==> config.mk <==
export PLATFORM = sky130hd
export DESIGN_NAME = pix_comp_extract
export DESIGN_NICKNAME = d
export VERILOG_FILES = /design/src/rtl/pce_pkg.sv /design/src/rtl/pce_byte_mask.sv /design/src/rtl/pce_field_extract.sv /design/src/rtl/pix_comp_extract.sv
export SDC_FILE = /design/constraint.sdc
export NUM_CORES = 1
export LEC_CHECK = 0
export ABC_AREA = 0
export BUFFER_PORTS_ARGS = -buffer_cell sky130_fd_sc_hd__buf_2
export CELL_PAD_IN_SITES_DETAIL_PLACEMENT = 2
export CELL_PAD_IN_SITES_GLOBAL_PLACEMENT = 2
export CORE_ASPECT_RATIO = 1.4
export CORE_MARGIN = 1.5
export CORE_UTILIZATION = 32
export CTS_CLUSTER_DIAMETER = 150
export CTS_CLUSTER_SIZE = 12
export DETAILED_ROUTE_END_ITERATION = 10
export PLACE_DENSITY = 0.8
export SLEW_MARGIN = 20
export SYNTH_ARGS = -nofsm -noshare
export SYNTH_HDL_FRONTEND = slang
export SYNTH_HIERARCHICAL = 1
export SYNTH_SLANG_ARGS = --single-unit
==> constraint.sdc <==
create_clock -name clk -period 9 [get_ports clk]
set_input_delay 2.25 -clock clk [delete_from_list [all_inputs] [get_ports clk]]
set_output_delay 2.25 -clock clk [all_outputs]
set_load 0.05 [all_outputs]
==> src/rtl/pce_pkg.sv <==
package pce_pkg;
  localparam int CFG_W    = 32;
  localparam int COMP_W   = 8;
  localparam int LEN_W    = 4;
  localparam int IDX_W    = 5;
  localparam int DFLT_LSB = 16;
  localparam int LEN_LSB  = 8;
  localparam int IDX_LSB  = 0;
  localparam int FMT_LSB  = 3;
  localparam int BPP_W    = 2;
  localparam int N_COMP   = 3;

  typedef struct packed {
    logic [COMP_W-1:0] dflt;
    logic [LEN_W-1:0]  len;
    logic [IDX_W-1:0]  idx;
  } comp_sel_t;

  function automatic comp_sel_t unpack_sel(input logic [CFG_W-1:0] w);
    comp_sel_t s;
    s.dflt = w[DFLT_LSB +: COMP_W];
    s.len  = w[LEN_LSB  +: LEN_W];
    s.idx  = w[IDX_LSB  +: IDX_W];
    return s;
  endfunction
endpackage

==> src/rtl/pce_byte_mask.sv <==
module pce_byte_mask #(
  parameter int PIX_W = 32,
  parameter int BPP_W = 2
) (
  input  logic [PIX_W-1:0] pix,
  input  logic [BPP_W-1:0] bpp_m1,
  output logic [PIX_W-1:0] pix_masked
);
  localparam int N_LANES = PIX_W / 8;

  genvar ln;
  generate
    for (ln = 0; ln < N_LANES; ln++) begin : g_lane
      if (ln == 0) begin : g_first
        assign pix_masked[7:0] = pix[7:0];
      end else begin : g_upper
        logic keep;
        assign keep = (int'(bpp_m1) >= ln);
        assign pix_masked[ln*8 +: 8] = keep ? pix[ln*8 +: 8] : 8'h00;
      end
    end
  endgenerate
endmodule

==> src/rtl/pce_field_extract.sv <==
module pce_field_extract #(
  parameter int PIX_W  = 32,
  parameter int LEN_W  = 4,
  parameter int IDX_W  = 5,
  parameter int COMP_W = 8
) (
  input  logic [PIX_W-1:0]  pix,
  input  logic [LEN_W-1:0]  len,
  input  logic [IDX_W-1:0]  idx,
  output logic [COMP_W-1:0] value
);
  localparam int FLD_W = (1 << LEN_W) - 1;

  logic [PIX_W-1:0] shifted;
  logic [FLD_W:0]   fmask;
  logic [FLD_W-1:0] field;
  logic [COMP_W-1:0] narrow_v;
  logic [COMP_W-1:0] wide_v;
  logic [FLD_W-1:0]  wide_sh;

  assign shifted = pix >> idx;
  assign fmask   = ({{FLD_W{1'b0}}, 1'b1} << len) - 1'b1;
  assign field   = shifted[FLD_W-1:0] & fmask[FLD_W-1:0];

  assign wide_sh = field >> (len - LEN_W'(COMP_W));
  assign wide_v  = wide_sh[COMP_W-1:0];

  always_comb begin
    logic [LEN_W-1:0] k;
    narrow_v = '0;
    k = len - 1'b1;
    if (len != '0) begin
      for (int i = COMP_W - 1; i >= 0; i--) begin
        narrow_v[i] = field[k];
        if (k == '0) k = len - 1'b1;
        else         k = k - 1'b1;
      end
    end
  end

  assign value = (int'(len) >= COMP_W) ? wide_v : narrow_v;
endmodule

==> src/rtl/pix_comp_extract.sv <==
module pix_comp_extract
  import pce_pkg::*;
#(
  parameter int PIX_W = 32
) (
  input  logic              clk,
  input  logic              rst,
  input  logic [CFG_W-1:0]  cfg_fmt,
  input  logic [CFG_W-1:0]  cfg_sel_r,
  input  logic [CFG_W-1:0]  cfg_sel_g,
  input  logic [CFG_W-1:0]  cfg_sel_b,
  input  logic [PIX_W-1:0]  pix_in,
  input  logic              pix_vld,
  input  logic              act_in,
  input  logic              urun_in,
  output logic [COMP_W-1:0] r_out,
  output logic [COMP_W-1:0] g_out,
  output logic [COMP_W-1:0] b_out,
  output logic              vld_out,
  output logic              act_out
);
  logic [PIX_W-1:0]  pix_m;
  logic [BPP_W-1:0]  bpp_m1;
  logic              force_dflt;
  comp_sel_t         sel   [N_COMP];
  logic [COMP_W-1:0] ext_v [N_COMP];
  logic [COMP_W-1:0] nxt_v [N_COMP];
  logic [COMP_W-1:0] comp_q[N_COMP];

  assign bpp_m1     = cfg_fmt[FMT_LSB +: BPP_W];
  assign force_dflt = urun_in | ~act_in;

  assign sel[0] = unpack_sel(cfg_sel_r);
  assign sel[1] = unpack_sel(cfg_sel_g);
  assign sel[2] = unpack_sel(cfg_sel_b);

  pce_byte_mask #(.PIX_W(PIX_W), .BPP_W(BPP_W)) u_mask (
    .pix        (pix_in),
    .bpp_m1     (bpp_m1),
    .pix_masked (pix_m)
  );

  genvar c;
  generate
    for (c = 0; c < N_COMP; c++) begin : g_comp
      pce_field_extract #(
        .PIX_W(PIX_W), .LEN_W(LEN_W), .IDX_W(IDX_W), .COMP_W(COMP_W)
      ) u_ext (
        .pix   (pix_m),
        .len   (sel[c].len),
        .idx   (sel[c].idx),
        .value (ext_v[c])
      );

      assign nxt_v[c] = (force_dflt || sel[c].len == '0) ? sel[c].dflt : ext_v[c];

      always_ff @(posedge clk) begin
        if (rst) comp_q[c] <= '0;
        else     comp_q[c] <= nxt_v[c];
      end
    end
  endgenerate

  always_ff @(posedge clk) begin
    if (rst) begin
      vld_out <= 1'b0;
      act_out <= 1'b0;
    end else begin
      vld_out <= pix_vld;
      act_out <= act_in;
    end
  end

  assign r_out = comp_q[0];
  assign g_out = comp_q[1];
  assign b_out = comp_q[2];

  // Reference slice for the byte-wide green field, taken straight from the port.
  logic [PIX_W-1:0] chk_g_sh;
  assign chk_g_sh = pix_in >> cfg_sel_g[IDX_LSB +: IDX_W];

  p_vld_set_r2: assert property (@(posedge clk) disable iff (rst)
    pix_vld |=> vld_out);
  p_vld_clr_r2: assert property (@(posedge clk) disable iff (rst)
    !pix_vld |=> !vld_out);
  p_act_set_r2: assert property (@(posedge clk) disable iff (rst)
    act_in |=> act_out);
  p_len8_r3: assert property (@(posedge clk) disable iff (rst)
    (act_in && !urun_in && cfg_sel_g[LEN_LSB +: LEN_W] == LEN_W'(8)
     && cfg_fmt[FMT_LSB +: BPP_W] == '1)
    |=> g_out == $past(chk_g_sh[COMP_W-1:0]));
  p_inact_dflt_r7: assert property (@(posedge clk) disable iff (rst)
    !act_in |=> (r_out == $past(cfg_sel_r[DFLT_LSB +: COMP_W])
             && g_out == $past(cfg_sel_g[DFLT_LSB +: COMP_W])
             && b_out == $past(cfg_sel_b[DFLT_LSB +: COMP_W])));
  p_urun_dflt_r8: assert property (@(posedge clk) disable iff (rst)
    urun_in |=> (r_out == $past(cfg_sel_r[DFLT_LSB +: COMP_W])
             && g_out == $past(cfg_sel_g[DFLT_LSB +: COMP_W])
             && b_out == $past(cfg_sel_b[DFLT_LSB +: COMP_W])));
endmodule

==> impl_results.md <==
* Yosys warns at 6
* First-pass GRT wire length at 114 mm
* Hold EP: comp_q[1][4]
* DR vias/cell at 6.52
* Setup CP Type: input pin to flop
* Worst hold path class: input pin to flop
* TritonCTS Buffers at 3
* Placer Congestion at a little over 0.9
* Largest delay share family, worst path: compound AO/OA/AOI/OAI gates
* Max layer used: met5
* Worst setup margin at ~0.38 ns
* Finished Cell Area at around 17000 um2
* Worst slew pin tran at 1.09 ns
* Die area at 50300 um2
* Area leader, netlist: mux2i_1
* HPWL Detailed at 55.2 mm
* # rows at 95
* Reg clk slew, reported paths at about 0.13 ns
* Synth Area in XOR/XNOR at roughly 2.3%
* Max-slew headroom at 27.6%
* Synth top area share at 14.5%
* Vias in the first global route at between 20000 and 25000
* Synth Area in Simple Gates at between 20% and 30%
* Initial antenna violation count at 4
* Sequential share of the synthesized area at about 3.3%
* Mux cell area share after synthesis at 28.1%
* Synthesized cell area at 15700 um2
* Die Wd at 190 um
* Endpoints failing setup at 0
* DR DRC count at 0
* Global-route usage over all layers at 28.0%
* Final min period at roughly 8.6 ns
* Dpl ws at -0.253 ns
* Drt total wl at 72.7 mm
* Syn-to-layout area delta at 9.08%
* CP max stage delay at 0.64 ns
* I/O pin cnt at 191
* M1 WL at between 20 and 30 mm
* Peak VDD IR at 0.0000914 V
* Syn nets at 2394
* CP Capture Type: flop
* Port Buffers at about 120
* Most common cell in the netlist: mux2i_1
* Startpoint types: input pin
* Largest family of logic cells by synthesized area: compound AO/OA/AOI/OAI gates
* Leak at 6.65 nW
* Placed cell area at 16900 um2
* CTS sink count at 26
* CTS tree: yes
* Core ar. at 48100 um2
* Fin nets at approximately 2400
* Arr. time, crit path at 8.85 ns
* Cts hold-fix bufs at 0
* Hold Vio Cnt, Final at 0
* Number of max-cap violations at 0
* Worst Path Required at 9.23 ns
* Post-Synth Adder-Cell Area at 2.39%
* RSZ-0062 raised after global routing: false
* Pwr Density at 127 nW/um2
* Post-synth EDFFs at 0
* CP max FO at 14
* Synth unique cells at 120
* Via Count at 18600
* Buf+Inv Stages, Crit Path at 7
* Die height at around 260 um
* Crit path max-delay cell type: or4_4
* FFs w/ async S/R, synth at 0%
* GR Overflow Total at 0
* Largest net degree at the start of global routing at 51
* Hold path start: cfg_sel_g[20]
* Period utilization at between 90% and 100%
* Routed wl met3 at 2.44 mm
* Worst path most repeated cell: ha_1
* Hold depth at 3
* Synthesized flop and latch total at 26
* Cells after synthesis at 2199
* Pwr Total at 2.18 mW
* Antenna Nets Post-Route at 0
* Layout cells sized above 1 at 19.9%
* Met2 wire len at 38.3 mm
* Top cells by area, synth: mux2i_1 14%, mux4_2 8.8%, a21oi_1 6.2%, nand2_1 5.4%, nor2_1 4.5%
* CTS H-tree depth at 1
* Synthesized area per cell at 7.13 um2
* Placed cell count at 2847
* Outcome: complete, no violations
* Starting DRC count in detailed routing at 946
* Initial core utilization at 32.6%
* Fin. max-slew vios at 0
* Top cells by count, synth: 227 x mux2i_1, 224 x nand2_1, 193 x a21oi_1, 189 x nor2_1, 138 x o21ai_0
* Total negative slack at 0 ns
* Post-DR wirelength/cell at between 20 and 30 um
* Max clock buf depth at 2
* Compound-cell area share of the yosys netlist at 32.5%
* Clk root buf: clkbuf_16
* Fmax at 116 MHz
* Drt pass-1 iters at 6
* Final Instance Count excl. Fillers at 2855
* Main synth FF type: dfxtp_1
-- routing by layer --
layer / vias up / GRT usage (%)
met5: - / 0
met2: 554 / 52.9
met4: 2 / 17.4
li1: 8349 / -
met1: 9453 / 29.9
met3: 268 / 2.16
-- worst max-delay path by stage --
stage | from | end | slack, ns | depth (start not counted)
2_1_floorplan | cfg_sel_b[8] | comp_q[2][0] | -0.07 | 33
3_3_place_gp | cfg_sel_r[8] | comp_q[0][0] | 0.15 | 28
3_5_place_dp | cfg_sel_r[8] | comp_q[0][0] | -0.25 | 28
4_1_cts | cfg_sel_g[8] | comp_q[1][0] | 0.05 | 30
5_1_grt | cfg_sel_g[8] | comp_q[1][0] | 0.006 | 30
6_report | cfg_sel_g[8] | comp_q[1][0] | 0.38 | 30
-- what timing repair did --
item	4_1_cts	5_1_grt
endpoints found under the setup margin	0	3
buffers inserted	0	2
gates resized for setup	0	14
-- sequential cells by signal (all words and copies together), names as in the netlist --
register,count
comp_q,24
act_out,1
vld_out,1
-- placed cells by master, fill, tap and decap left out, types with 8 or more instances in the layout --
master	n
a211o_1	13
a211oi_1	75
a21o_1	15
a21oi_1	192
a221oi_1	10
a31oi_1	30
a32oi_1	8
and2_1	33
and3_1	17
buf_2	115
buf_4	96
dfxtp_1	26
ha_1	28
inv_1	41
inv_2	14
mux2_2	60
mux2i_1	225
mux4_2	61
nand2_1	224
nand2b_1	71
nand3_1	44
nand3b_1	12
nand4_1	9
nor2_1	188
nor2b_1	32
nor3_1	45
nor4_1	8
o2111ai_1	12
o211ai_1	42
o21a_1	28
o21ai_0	138
o21ai_1	14
o21bai_1	9
o22ai_1	11
o31ai_1	13
or2_2	14
or3_1	8
xnor2_1	25
xor2_1	14
-- per-stage QoR --
step	util [%]	hold slack, ns
after global placement	35.1	2.46
after floorplan	-	2.38
final	35.5	2.16
after CTS	35.3	2.17
after detailed placement	35.1	2.49
after global routing	35.5	2.20
-- final cells by class --
type,count,area [um2]
Fill cell,5764,31000
Multi-Input combinational cell,1922,14200
Timing Repair Buffer,212,1310
Tap cell,630,788
Sequential cell,26,520
Inverter,59,224
Clock buffer,3,75.1
Clock inverter,1,30.0
Antenna cell,2,5.00
-- logic make-up (layout without fill, tap and decap cells) --
logic type | count (synthesis) | count (layout)
flops | 26 | 26
fa+ha+maj | 30 | 30
compound gates | 739 | 739
buf+inv | 251 | 275
xor+xnor | 41 | 41
other cells | 0 | 2
simple gates | 759 | 759
mux | 353 | 353
-- power by group --
group          internal, mW  switching (mW)
clock                0.0900          0.0819
sequential            0.126         0.00301
combinational         0.702            1.18
Note: power is estimated with default switching activity, not from simulation.
